`config.mk`:
```
export PLATFORM = sky130hd
export DESIGN_NAME = ackgen_top
export DESIGN_NICKNAME = d
export VERILOG_FILES = /design/src/rtl/ackgen_pkg.sv /design/src/rtl/ackgen_datapath.sv /design/src/rtl/ackgen_control.sv /design/src/rtl/ackgen_top.sv
export SDC_FILE = /design/constraint.sdc
export NUM_CORES = 1
export LEC_CHECK = 0
export CAP_MARGIN = 20
export CORE_MARGIN = 2
export CORE_UTILIZATION = 30
export DETAILED_ROUTE_END_ITERATION = 10
export GPL_TIMING_DRIVEN = 1
export PLACE_DENSITY = 0.5
export RECOVER_POWER = 100
export SLEW_MARGIN = 20
export SYNTH_ARGS = -nofsm -noshare
export SYNTH_HDL_FRONTEND = slang
export SYNTH_SLANG_ARGS = --single-unit
export TNS_END_PERCENT = 20
```
`constraint.sdc`:
```
create_clock -name clk -period 1.81 [get_ports clk]
set_clock_uncertainty 0.1 [all_clocks]
set_input_delay 0.362 -clock clk [delete_from_list [all_inputs] [get_ports clk]]
set_output_delay 0.362 -clock clk [all_outputs]
set_load 0.02 [all_outputs]
```
`src/rtl/ackgen_pkg.sv`:
```
package ackgen_pkg;

  typedef enum logic [1:0] {
    ST_IDLE = 2'd0,
    ST_WAIT = 2'd1,
    ST_ACK  = 2'd2,
    ST_SKIP = 2'd3
  } ackState_e;

  typedef struct packed {
    logic cntClear;
    logic cntStep;
    logic fireAccess;
    logic ackDrive;
  } ctrlStrobe_t;

endpackage

```
`src/rtl/ackgen_datapath.sv`:
```
module ackgen_datapath
  import ackgen_pkg::*;
#(
  parameter int SYNC_STAGES = 2,
  parameter int ACK_DELAY   = 4,
  parameter int CNT_W       = 3
) (
  input  logic        clk,
  input  logic        rstN,
  input  logic        strobeAN,
  input  logic        strobeBN,
  input  logic        writeIn,
  input  ctrlStrobe_t ctrl,
  output logic        anyLow,
  output logic        cntDone,
  output logic        ackN,
  output logic        localRd,
  output logic        localWr
);

  localparam int LANES = 2;
  localparam logic [CNT_W-1:0] CNT_LAST = CNT_W'(ACK_DELAY - 1);

  logic [LANES-1:0] rawN;
  logic [LANES-1:0] syncedN;
  logic [CNT_W-1:0] delayCnt;

  assign rawN = {strobeBN, strobeAN};

  // one synchroniser chain per strobe lane
  for (genvar lane = 0; lane < LANES; lane++) begin : g_sync
    logic [SYNC_STAGES-1:0] chain;
    always_ff @(posedge clk or negedge rstN) begin
      if (!rstN) chain <= '1;
      else       chain <= {chain[SYNC_STAGES-2:0], rawN[lane]};
    end
    assign syncedN[lane] = chain[SYNC_STAGES-1];
  end

  assign anyLow = ~&syncedN;

  // minimum-delay counter
  always_ff @(posedge clk or negedge rstN) begin
    if (!rstN)              delayCnt <= '0;
    else if (ctrl.cntClear) delayCnt <= '0;
    else if (ctrl.cntStep)  delayCnt <= delayCnt + CNT_W'(1);
  end

  assign cntDone = (delayCnt == CNT_LAST);

  // acknowledge and access pulse registers
  always_ff @(posedge clk or negedge rstN) begin
    if (!rstN) begin
      ackN    <= 1'b1;
      localRd <= 1'b0;
      localWr <= 1'b0;
    end else begin
      ackN    <= ~ctrl.ackDrive;
      localRd <= ctrl.fireAccess & ~writeIn;
      localWr <= ctrl.fireAccess &  writeIn;
    end
  end

endmodule

```
`src/rtl/ackgen_control.sv`:
```
module ackgen_control
  import ackgen_pkg::*;
(
  input  logic        clk,
  input  logic        rstN,
  input  logic        anyLow,
  input  logic        cntDone,
  input  logic        selIn,
  output ctrlStrobe_t ctrl
);

  ackState_e state, stateNext;

  always_comb begin
    stateNext = state;
    unique case (state)
      ST_IDLE: if (anyLow) stateNext = selIn ? ST_WAIT : ST_SKIP;
      ST_WAIT: begin
        if (!anyLow)      stateNext = ST_IDLE;
        else if (cntDone) stateNext = ST_ACK;
      end
      ST_ACK:  if (!anyLow) stateNext = ST_IDLE;
      ST_SKIP: if (!anyLow) stateNext = ST_IDLE;
      default: stateNext = ST_IDLE;
    endcase
  end

  always_ff @(posedge clk or negedge rstN) begin
    if (!rstN) state <= ST_IDLE;
    else       state <= stateNext;
  end

  always_comb begin
    ctrl            = '0;
    ctrl.cntClear   = (state != ST_WAIT);
    ctrl.cntStep    = (state == ST_WAIT);
    ctrl.fireAccess = (state == ST_WAIT) && anyLow && cntDone;
    ctrl.ackDrive   = (stateNext == ST_ACK);
  end

endmodule

```
`src/rtl/ackgen_top.sv`:
```
module ackgen_top
  import ackgen_pkg::*;
#(
  parameter int SYNC_STAGES = 2,
  parameter int ACK_DELAY   = 4
) (
  input  logic clk,
  input  logic rstN,
  input  logic strobeAN,
  input  logic strobeBN,
  input  logic selIn,
  input  logic writeIn,
  output logic ackN,
  output logic localRd,
  output logic localWr
);

  localparam int CNT_W = (ACK_DELAY < 2) ? 1 : $clog2(ACK_DELAY);

  ctrlStrobe_t ctrl;
  logic        anyLow;
  logic        cntDone;

  ackgen_control u_control (
    .clk     (clk),
    .rstN    (rstN),
    .anyLow  (anyLow),
    .cntDone (cntDone),
    .selIn   (selIn),
    .ctrl    (ctrl)
  );

  ackgen_datapath #(
    .SYNC_STAGES (SYNC_STAGES),
    .ACK_DELAY   (ACK_DELAY),
    .CNT_W       (CNT_W)
  ) u_datapath (
    .clk      (clk),
    .rstN     (rstN),
    .strobeAN (strobeAN),
    .strobeBN (strobeBN),
    .writeIn  (writeIn),
    .ctrl     (ctrl),
    .anyLow   (anyLow),
    .cntDone  (cntDone),
    .ackN     (ackN),
    .localRd  (localRd),
    .localWr  (localWr)
  );

endmodule

```
==> results.md, run 1 <==
- Outcome: finished clean
- VDD IR max: approximately 0.0004 V
- Clock Path Buffers: 2
- Syn Std Cell Area: between 300 and 400 um2
- H-tree Lvls: 1
- Yosys warns: 0
- Clock slew at reported path FFs: 0.06 ns
- Initial Util: 0.337
- Drt pass-1 iters: 2
- RSZ-0062 raised after global routing: false
- Worst EP arrival: roughly 1.2 ns
- Cell Chain, Critical Path: clkdlybuf4s50_1
- Top Ports: 9
- Clock root buffer master: clkbuf_4
- Layout cell share with drive strength beyond 1: 0.231
- CP delay by family, top: buffers and inverters
- Clock sinks: 11
- Fill cell count: 110
- Antenna cell count: 0
- Max-cap violations: 0
- DP HPWL: between 300 and 400 um
- Syn-to-layout area delta: 29.6%
- Syn Nets: 34
- Via count: 228
- Slew HR: 0.677
- Std cell rows: 12
- Synth Register Bits: 11
- Global-route wire length before repair: around 1 mm
- Vias in the first global route: approximately 260
- Register area share after synthesis: 0.723
- Pwr per Cell Area: between 1000 and 1500 nW/um2
- Initial drt markers: 1
- CTS Buf Count: 3
- Distinct cells, synth: 13
- CP Class: register to output port
- Crit path largest cell delay: between 0.5 and 0.6 ns
- Post-layout util: 0.436
- Critical Path RT: roughly 1.4 ns
- Area leader, netlist: dfrtp_1
- Routed Antenna Nets: 0
- Share of the synthesized area in the top cell type: 0.386
- Worst Path Buf+Inv: 1
- Cells after Synth: 27
- Synth top area cells: dfrtp_1 (39%), dfstp_2 (34%), mux2i_1 (5.1%), nor2b_4 (3.5%), ha_1 (3.2%)
- Peak Freq: approximately 0.61 GHz
- CP max-delay cell: clkdlybuf4s50_1
- Gp weighted congestion: around 0.65
- Initial antenna violation count: 0
- Hold/Removal Path Class: register to register
- Via/cell ratio: ~4.3
- Commonest non-fill, non-tap cell in the layout: dfrtp_1
- Core area: about 1200 um2
- PortBufs: 8
- Die area: approximately 1600 um2
- Avg WL per Cell: ~9.7 um
- Worst-Margin Slew: around 0.48 ns
- Max-slew violation count: 0
- CP Launch Type: register
- Final Hold Viols: 0
- Synthesized area per cell: about 14 um2
- Multi-input logic area: 92.6 um2
- Crit end category: output port
- Die X-Extent: ~40 um
- Tmin final: about 1.6 ns
- Largest net degree at the start of global routing: 12
- Total negative slack: 0 ns
- Reg area: roughly 280 um2
- Final period util: 0.900
- Pleak: roughly 0.00022 uW
- Final #Nets: 47
- Post-Route WL: 514 um
- Clk Latency, worst-skew pair: 0.26 ns
- DRC Markers: 0
- Max FO, Critical Path: 1
- Most frequent cells in the layout: dfrtp_1 (6), dfstp_2 (5), clkdlybuf4s50_1 (4)
- Die H: 40.0 um
- Grt ovf: 0
- Final setup fails: 0
- CTS tree: built
- Post-CTS Setup Inserts: 0
- Total track usage: 0.108
==> where the power goes <==
| part | internal [uW] | switching, uW | leakage, uW |
|---|---|---|---|
| sequential | 299 | 26.8 | 0.000130 |
| clock | 85.1 | 73.3 | 0.0000150 |
| combinational | 56.2 | 51.8 | 0.0000782 |
==> final timing paths <==
path	start	endpoint	slack, ns	cells past startpoint
max	u_datapath.localWr	localWr	0.18	1
min	u_datapath.g_sync[1].chain[0]	u_datapath.g_sync[1].chain[1]	0.26	0
max reg2reg	u_datapath.delayCnt[0]	u_control.state[1]	0.70	4
min reg2reg	u_datapath.g_sync[1].chain[0]	u_datapath.g_sync[1].chain[1]	0.26	0
max in group asynchronous	rstN	u_datapath.g_sync[0].chain[0]	0.86	1
min in group asynchronous	rstN	u_control.state[1]	0.40	1
==> metrics by stage <==
stage | power, uW | area, um2 | hold WS [ns] | instances | setup slack, ns
after CTS | 623 | 512 | 0.258 | 53 | 0.161
final | 593 | 504 | 0.256 | 53 | 0.181
after floorplan | 412 | 389 | -0.0336 | 27 | 0.749
after detailed placement | 460 | 487 | 0.248 | 49 | 0.269
after global routing | 640 | 504 | 0.268 | 53 | 0.124
after global placement | 451 | 487 | 0.247 | 49 | 0.268
==> metal layers <==
layer	track usage	wire length, um
met3	0.0500	32
met5	0	0
met1	0.100	198
met2	0.161	274
met4	0.129	8
==> cell type report <==
| class | instances | share of cell area |
|---|---|---|
| inverter | 2 | 0.0149 |
| timing repair buffer | 8 | 0.156 |
| clock buffer | 4 | 0.0521 |
| sequential | 11 | 0.558 |
| tap | 14 | 0.0347 |
| multi-input combinational | 14 | 0.184 |
==> synth_stat cells <==
| cell type | count |
|---|---|
| inv_1 | 2 |
| dfstp_2 | 5 |
| nor2_1 | 2 |
| and2_1 | 1 |
| nand3_2 | 1 |
| ha_1 | 1 |
| nor2b_4 | 1 |
| dfrtp_1 | 6 |
| nor2b_1 | 1 |
| o21a_1 | 1 |
| a21oi_1 | 1 |
| mux2i_1 | 2 |
| nand2_1 | 3 |
==> cell families (layout without fill, tap and decap cells) <==
group	Yosys count	in the layout	synth area share
compound gates	2	2	0.0321
fa+ha+maj	1	1	0.0321
buf+inv	2	14	0.0193
flops	11	11	0.723
mux	2	2	0.0514
simple gates	9	9	0.141
==> timing repair <==
action,in CTS,in global routing
setup endpoints to repair,1,0
hold buffers,0,0
resized for setup,1,0
==> sequential cells by signal (all words and copies together) (netlist names) <==
register / count
u_datapath.localWr: 1
u_datapath.ackN: 1
u_datapath.localRd: 1
u_control.state: 2
u_datapath.g_sync.chain: 4
u_datapath.delayCnt: 2
(Power assumes the default switching activity.)
==> inputs of run 2 (changes only) <==
ABC_AREA = 1   (was unset)
PLACE_DENSITY = 0.49   (was 0.5)
==> run 2 against run 1 <==
Synthesized cell count rose by 22%. Clock-buffer cell count did not move. Combinational power rose by 8%. Cell count rose by 11%. Worst hold slack barely moved. Power rose by 0.34%. Die area rose by 0.27%. Sequential share of layout area fell by 0.41 points. Maximum frequency fell by 0.17%. Critical path type unchanged. Critical endpoint unchanged. Largest power group unchanged.
==> results.md, run 2 <==
- Clock root buffer master: clkbuf_4
- Max FO, Critical Path: 1
- Area leader, netlist: dfrtp_1
- Worst EP arrival: 1.17 ns
- Post-CTS Setup Inserts: 0
- Clock sinks: 11
- Syn Std Cell Area: approximately 390 um2
- Top Ports: 9
- Hold EP: u_datapath.g_sync[0].chain[1]
- Via/cell ratio: 4.05
- Routed Antenna Nets: 0
- Worst Path Buf+Inv: 1
- Number of synthesized flops with an enable pin: 0
- Drt pass-1 iters: 2
- Cells after DPL: 55
- Grt ovf: 0
- Pleak: approximately 0.00024 uW
- Synth top area cells: dfrtp_1 (38%), dfstp_2 (34%), inv_1 (4.8%), nand3_1 (3.8%), nand2_1 (3.8%)
- Vias in the first global route: ~240
- CTS tree: built
- Tmin final: approximately 1.6 ns
- Via count: roughly 240
- Final #Nets: 53
- Total track usage: 0.101
- Die area: between 1500 and 2000 um2
- Layout cell share with drive strength beyond 1: 0.222
- Max reg flops: 4
- CP Class: register to output port
- Initial Util: 0.338
- FF-to-FF path depth: 4
- DRC Markers: 0
- Most used flip-flop cell after synthesis: dfrtp_1
- Max-slew violation count: 0
- Share of the synthesized area in the top cell type: 0.385
- Async S/R FF share, synth: 1.00
- Syn Nets: 40
- RSZ-0062 raised after global routing: false
- Distinct cells, synth: 12
- Cells after Synth: 33
- CP max-delay cell: clkdlybuf4s50_1
- Clock Path Buffers: 2
- Peak Freq: a little over 0.6 GHz
- Total negative slack: 0 ns
- Crit Reg-Reg Startpoint: u_datapath.delayCnt[0]
- Antenna cell count: 0
- Cell Chain, Critical Path: clkdlybuf4s50_1
- Final Hold Viols: 0
- Clk Latency, worst-skew pair: roughly 0.26 ns
- Initial antenna violation count: 0
- Crit path largest cell delay: about 0.59 ns
- Reg area: roughly 280 um2
- Max-cap violations: 0
- Synthesized area per cell: ~12 um2
- Hold/Removal Path Class: register to register
- Min-Delay Startpoint: u_datapath.g_sync[0].chain[0]
- Std cell rows: 12
- Worst-Margin Slew: 0.460 ns
- Die H: roughly 40 um
- Hold depth: 0
- DP HPWL: 383 um
- Post-Route WL: 478 um
- Final setup fails: 0
- CP delay by family, top: buffers and inverters
- Non-filler instance count after layout: 59
- Critical Path RT: approximately 1.4 ns
- Largest net degree at the start of global routing: 12
- Reg-to-reg endpoint: u_control.state[1]
- Slew HR: 0.692
- Largest regs: u_datapath.g_sync.chain: 4 flops, u_control.state: 2 flops, u_datapath.delayCnt: 2 flops
- Crit end category: output port
- Outcome: finished clean
- H-tree Lvls: 1
- Fill cell count: around 110
- Pwr per Cell Area: ~1200 nW/um2
- VDD IR max: 0.000601 V
- Clock slew at reported path FFs: about 0.060 ns
- Commonest cells post-synth: dfrtp_1 (6), dfstp_2 (5), inv_1 (5)
- Multi-input logic area: between 80 and 90 um2
- PortBufs: 8
- CTS Buf Count: 3
- R2R Setup Slk: about 0.7 ns
- Most frequent cells in the layout: dfrtp_1 (6), inv_1 (5), dfstp_2 (5)
- Yosys warns: 0
- Initial drt markers: 5
- Most numerous cell in the Yosys netlist: dfrtp_1
- Avg WL per Cell: 8.10 um
- Commonest non-fill, non-tap cell in the layout: dfrtp_1
- Biggest register: u_datapath.g_sync.chain
- CP Launch Type: register
- Gp weighted congestion: between 0.6 and 0.7
- Die X-Extent: ~40 um
- Global-route wire length before repair: about 930 um
- Final period util: 0.902
- Core area: 1160 um2
- Register area share after synthesis: 0.721
- Syn-to-layout area delta: 30.1%
- Synth Register Bits: 11
run 2: cell count changes in the layout (fill, tap and decap cells not counted), sizes merged, moves of 2 or more:
cell   previous run  this run
inv               2         6
nand3             1         4
mux2i             2         0
nand2             3         5
nor2              2         4
nor2b             2         0
run 2: worst max-delay path by stage:
stage,startpoint,endpoint,slack [ns],cells after the start
after floorplan,u_datapath.delayCnt[0],u_control.state[1],0.75,4
after global placement,u_datapath.ackN,ackN,0.27,1
after detailed placement,u_datapath.ackN,ackN,0.27,1
after CTS,u_datapath.localRd,localRd,0.16,1
after global routing,u_datapath.localWr,localWr,0.12,1
final,u_datapath.localWr,localWr,0.18,1
run 2: final cells by class:
class,count,area share
inverters,6,0.0443
flip-flops and latches,11,0.554
clock buffers,4,0.0517
well taps,14,0.0345
repair buffers,8,0.155
multi-input cells,16,0.160
run 2: timing repair:
action / in CTS / in global routing
resized for setup: 1 / 0
hold buffers: 0 / 0
endpoints found under the setup margin: 1 / 0
run 2: kinds of logic (layout without fill, tap and decap cells):
group / after synthesis / after routing / share of synthesized area
fa+ha+maj: 1 / 1 / 0.0320
buf+inv: 6 / 18 / 0.0577
flops: 11 / 11 / 0.721
simple gates: 15 / 15 / 0.189
run 2: through the flow:
step	util	hold WS, ns	setup WS [ns]	cell area (um2)	total power [uW]
2_1_floorplan	-	-0.0336	0.748	390	411
3_3_place_gp	0.422	0.247	0.268	488	449
3_5_place_dp	0.422	0.248	0.267	488	455
4_1_cts	0.444	0.257	0.164	513	613
5_1_grt	0.439	0.265	0.116	508	650
6_report	0.439	0.256	0.178	508	595
run 2: per-layer routing:
layer | up-vias | GRT usage | wire [um]
li1 | 124 | - | -
met1 | 104 | 0.0880 | 178
met2 | 9 | 0.149 | 250
met3 | 2 | 0.0833 | 44
met4 | 0 | 0.0776 | 4
met5 | - | 0 | 0
run 2: where the power goes:
part,internal [uW],total (uW),switching [uW],leakage [uW]
Combinational,49.7,117,67.5,0.0000970
Sequential,299,321,22.4,0.000130
Clock,85.0,156,71.2,0.0000150
==> inputs of run 3 (changes only) <==
CORE_MARGIN = unset   (was 2)
GPL_ROUTABILITY_DRIVEN = 0   (was unset)
==> run 3 against run 2 <==
Maximum frequency up 0.46%. Power decreased by 0.18%. Global-route usage shrank 0.16 points. Register-to-register slack barely moved. Critical path type unchanged.
==> results.md, run 3 (same netlist as run 2, synthesis figures left out) <==
- RSZ-0062 raised after global routing: false
- CP Launch Type: register
- Grt ovf: 0
- CTS Buf Count: 3
- H-tree Lvls: 1
- Core area: approximately 1200 um2
- Switching power: 160 uW
- Pre-CTS setup slack: around 0.27 ns
- Crit Reg-Reg Startpoint: u_datapath.delayCnt[0]
- Final setup fails: 0
- Via count: 234
- Pleak: between 0.0002 and 0.00025 uW
- Initial Util: 0.338
- CP Class: register to output port
- DRC Markers: 0
- Reg power frac: 0.543
- Drt pass-1 iters: 2
- Initial antenna violation count: 0
- Worst EP arrival: around 1.2 ns
- CP max-delay cell: clkdlybuf4s50_1
- Vias in the first global route: around 240
- Most frequent cells in the layout: dfrtp_1 (6), inv_1 (5), dfstp_2 (5)
- Clock root buffer master: clkbuf_4
- Worst setup margin: ~0.19 ns
- Commonest non-fill, non-tap cell in the layout: dfrtp_1
- Die X-Extent: roughly 38 um
- Hold EP: u_datapath.g_sync[0].chain[1]
- Layout cell share with drive strength beyond 1: 0.222
- Max-cap violations: 0
- Via/cell ratio: just under 4
- Global-route wire length before repair: around 900 um
- Clk pwr share: 0.261
- Hold depth: 0
- CP delay by family, top: buffers and inverters
- Critical Path RT: ~1.4 ns
- PortBufs: 8
- FF-to-FF path depth: 4
- Largest net degree at the start of global routing: 12
- Final Hold Viols: 0
- Crit end category: output port
- Sw Ratio: 0.270
- Non-filler instance count after layout: 59
- Largest regs: u_datapath.g_sync.chain: 4 flops, u_control.state: 2 flops, u_datapath.delayCnt: 2 flops
- Peak Freq: ~0.62 GHz
- Die area: 1450 um2
- Top Ports: 9
- Total negative slack: 0 ns
- Cells after DPL: 55
- Final #Nets: 53
- Die H: ~38 um
- DP HPWL: about 370 um
- Combinational power share: 0.196
- Worst-Margin Slew: 0.465 ns
- Cell Chain, Critical Path: clkdlybuf4s50_1
- Total track usage: 0.0994
- Avg WL per Cell: roughly 8.2 um
- Initial drt markers: 5
- Clock Path Buffers: 2
- Max FO, Critical Path: 1
- Syn-to-layout area delta: 30.1%
- Crit path largest cell delay: approximately 0.59 ns
- Post-CTS Hold Fix Bufs: 0
- Hold/Removal Path Class: register to register
- Clock sinks: 11
- Final period util: 0.897
- Int Power: about 430 uW
- Clk Latency, worst-skew pair: between 0.2 and 0.3 ns
- Worst Path Buf+Inv: 1
- Pwr per Cell Area: about 1200 nW/um2
- Min-Delay Startpoint: u_datapath.g_sync[0].chain[0]
- Biggest register: u_datapath.g_sync.chain
- Reg-to-reg endpoint: u_control.state[1]
- Post-Route WL: a little under 500 um
- Outcome: finished clean
- Antenna cell count: 0
- Std cell rows: 12
- VDD IR max: a little over 0.0006 V
- Routed Antenna Nets: 0
- Max-slew violation count: 0
- R2R Setup Slk: roughly 0.70 ns
- CTS tree: built
- Tmin final: roughly 1.6 ns
- Max reg flops: 4
- Slew HR: 0.689
- Clock slew at reported path FFs: about 0.06 ns
## run 3: cell counts in the layout (fill, tap and decap cells not counted)
Identical to the previous run, type by type.
## run 3: power groups by stage
| stage | clock network [uW] | registers (uW) | logic, uW |
|---|---|---|---|
| after global routing | 183 | 329 | 140 |
| after detailed placement | 0 | 326 | 129 |
| after CTS | 166 | 322 | 126 |
| after global placement | 0 | 325 | 125 |
| after floorplan | 0 | 332 | 79.2 |
| final | 155 | 322 | 117 |
## run 3: timing repair
| action | CTS | global route |
|---|---|---|
| buffers inserted | 0 | 0 |
| gates resized for setup | 1 | 0 |
| endpoints found under the setup margin | 1 | 0 |
## run 3: layout make-up
| class | count | area (um2) |
|---|---|---|
| repair buffers | 8 | 78.8 |
| inverters | 6 | 22.5 |
| fillers | 108 | 648 |
| well taps | 14 | 17.5 |
| multi-input cells | 16 | 81.3 |
| flip-flops and latches | 11 | 282 |
| clock buffers | 4 | 26.3 |
## run 3: metal layers
metal | GRT usage | part of all wire | vias to the layer above | wire (um)
li1 | - | - | 124 | -
met1 | 0.0981 | 0.49 | 103 | 235
met2 | 0.153 | 0.47 | 7 | 228
met3 | 0.0523 | 0.035 | 0 | 17
met4 | 0.0804 | 0 | 0 | 0
met5 | 0 | 0 | - | 0
## run 3: worst max path at each step
stage	startpoint	depth (start not counted)	endpoint
floorplan	u_datapath.delayCnt[0]	4	u_control.state[1]
global placement	u_datapath.ackN	1	ackN
detailed placement	u_datapath.ackN	1	ackN
CTS	u_datapath.localRd	1	localRd
global route	u_datapath.localWr	1	localWr
finish	u_datapath.localWr	1	localWr
## run 3: metrics by stage
| stage | power [uW] | util | hold WS, ns | instance area [um2] |
|---|---|---|---|---|
| after CTS | 614 | 0.444 | 0.257 | 513 |
| after floorplan | 411 | - | -0.0336 | 390 |
| after global placement | 449 | 0.422 | 0.247 | 488 |
| after global routing | 653 | 0.439 | 0.260 | 508 |
| final | 593 | 0.439 | 0.257 | 508 |
| after detailed placement | 455 | 0.422 | 0.248 | 488 |
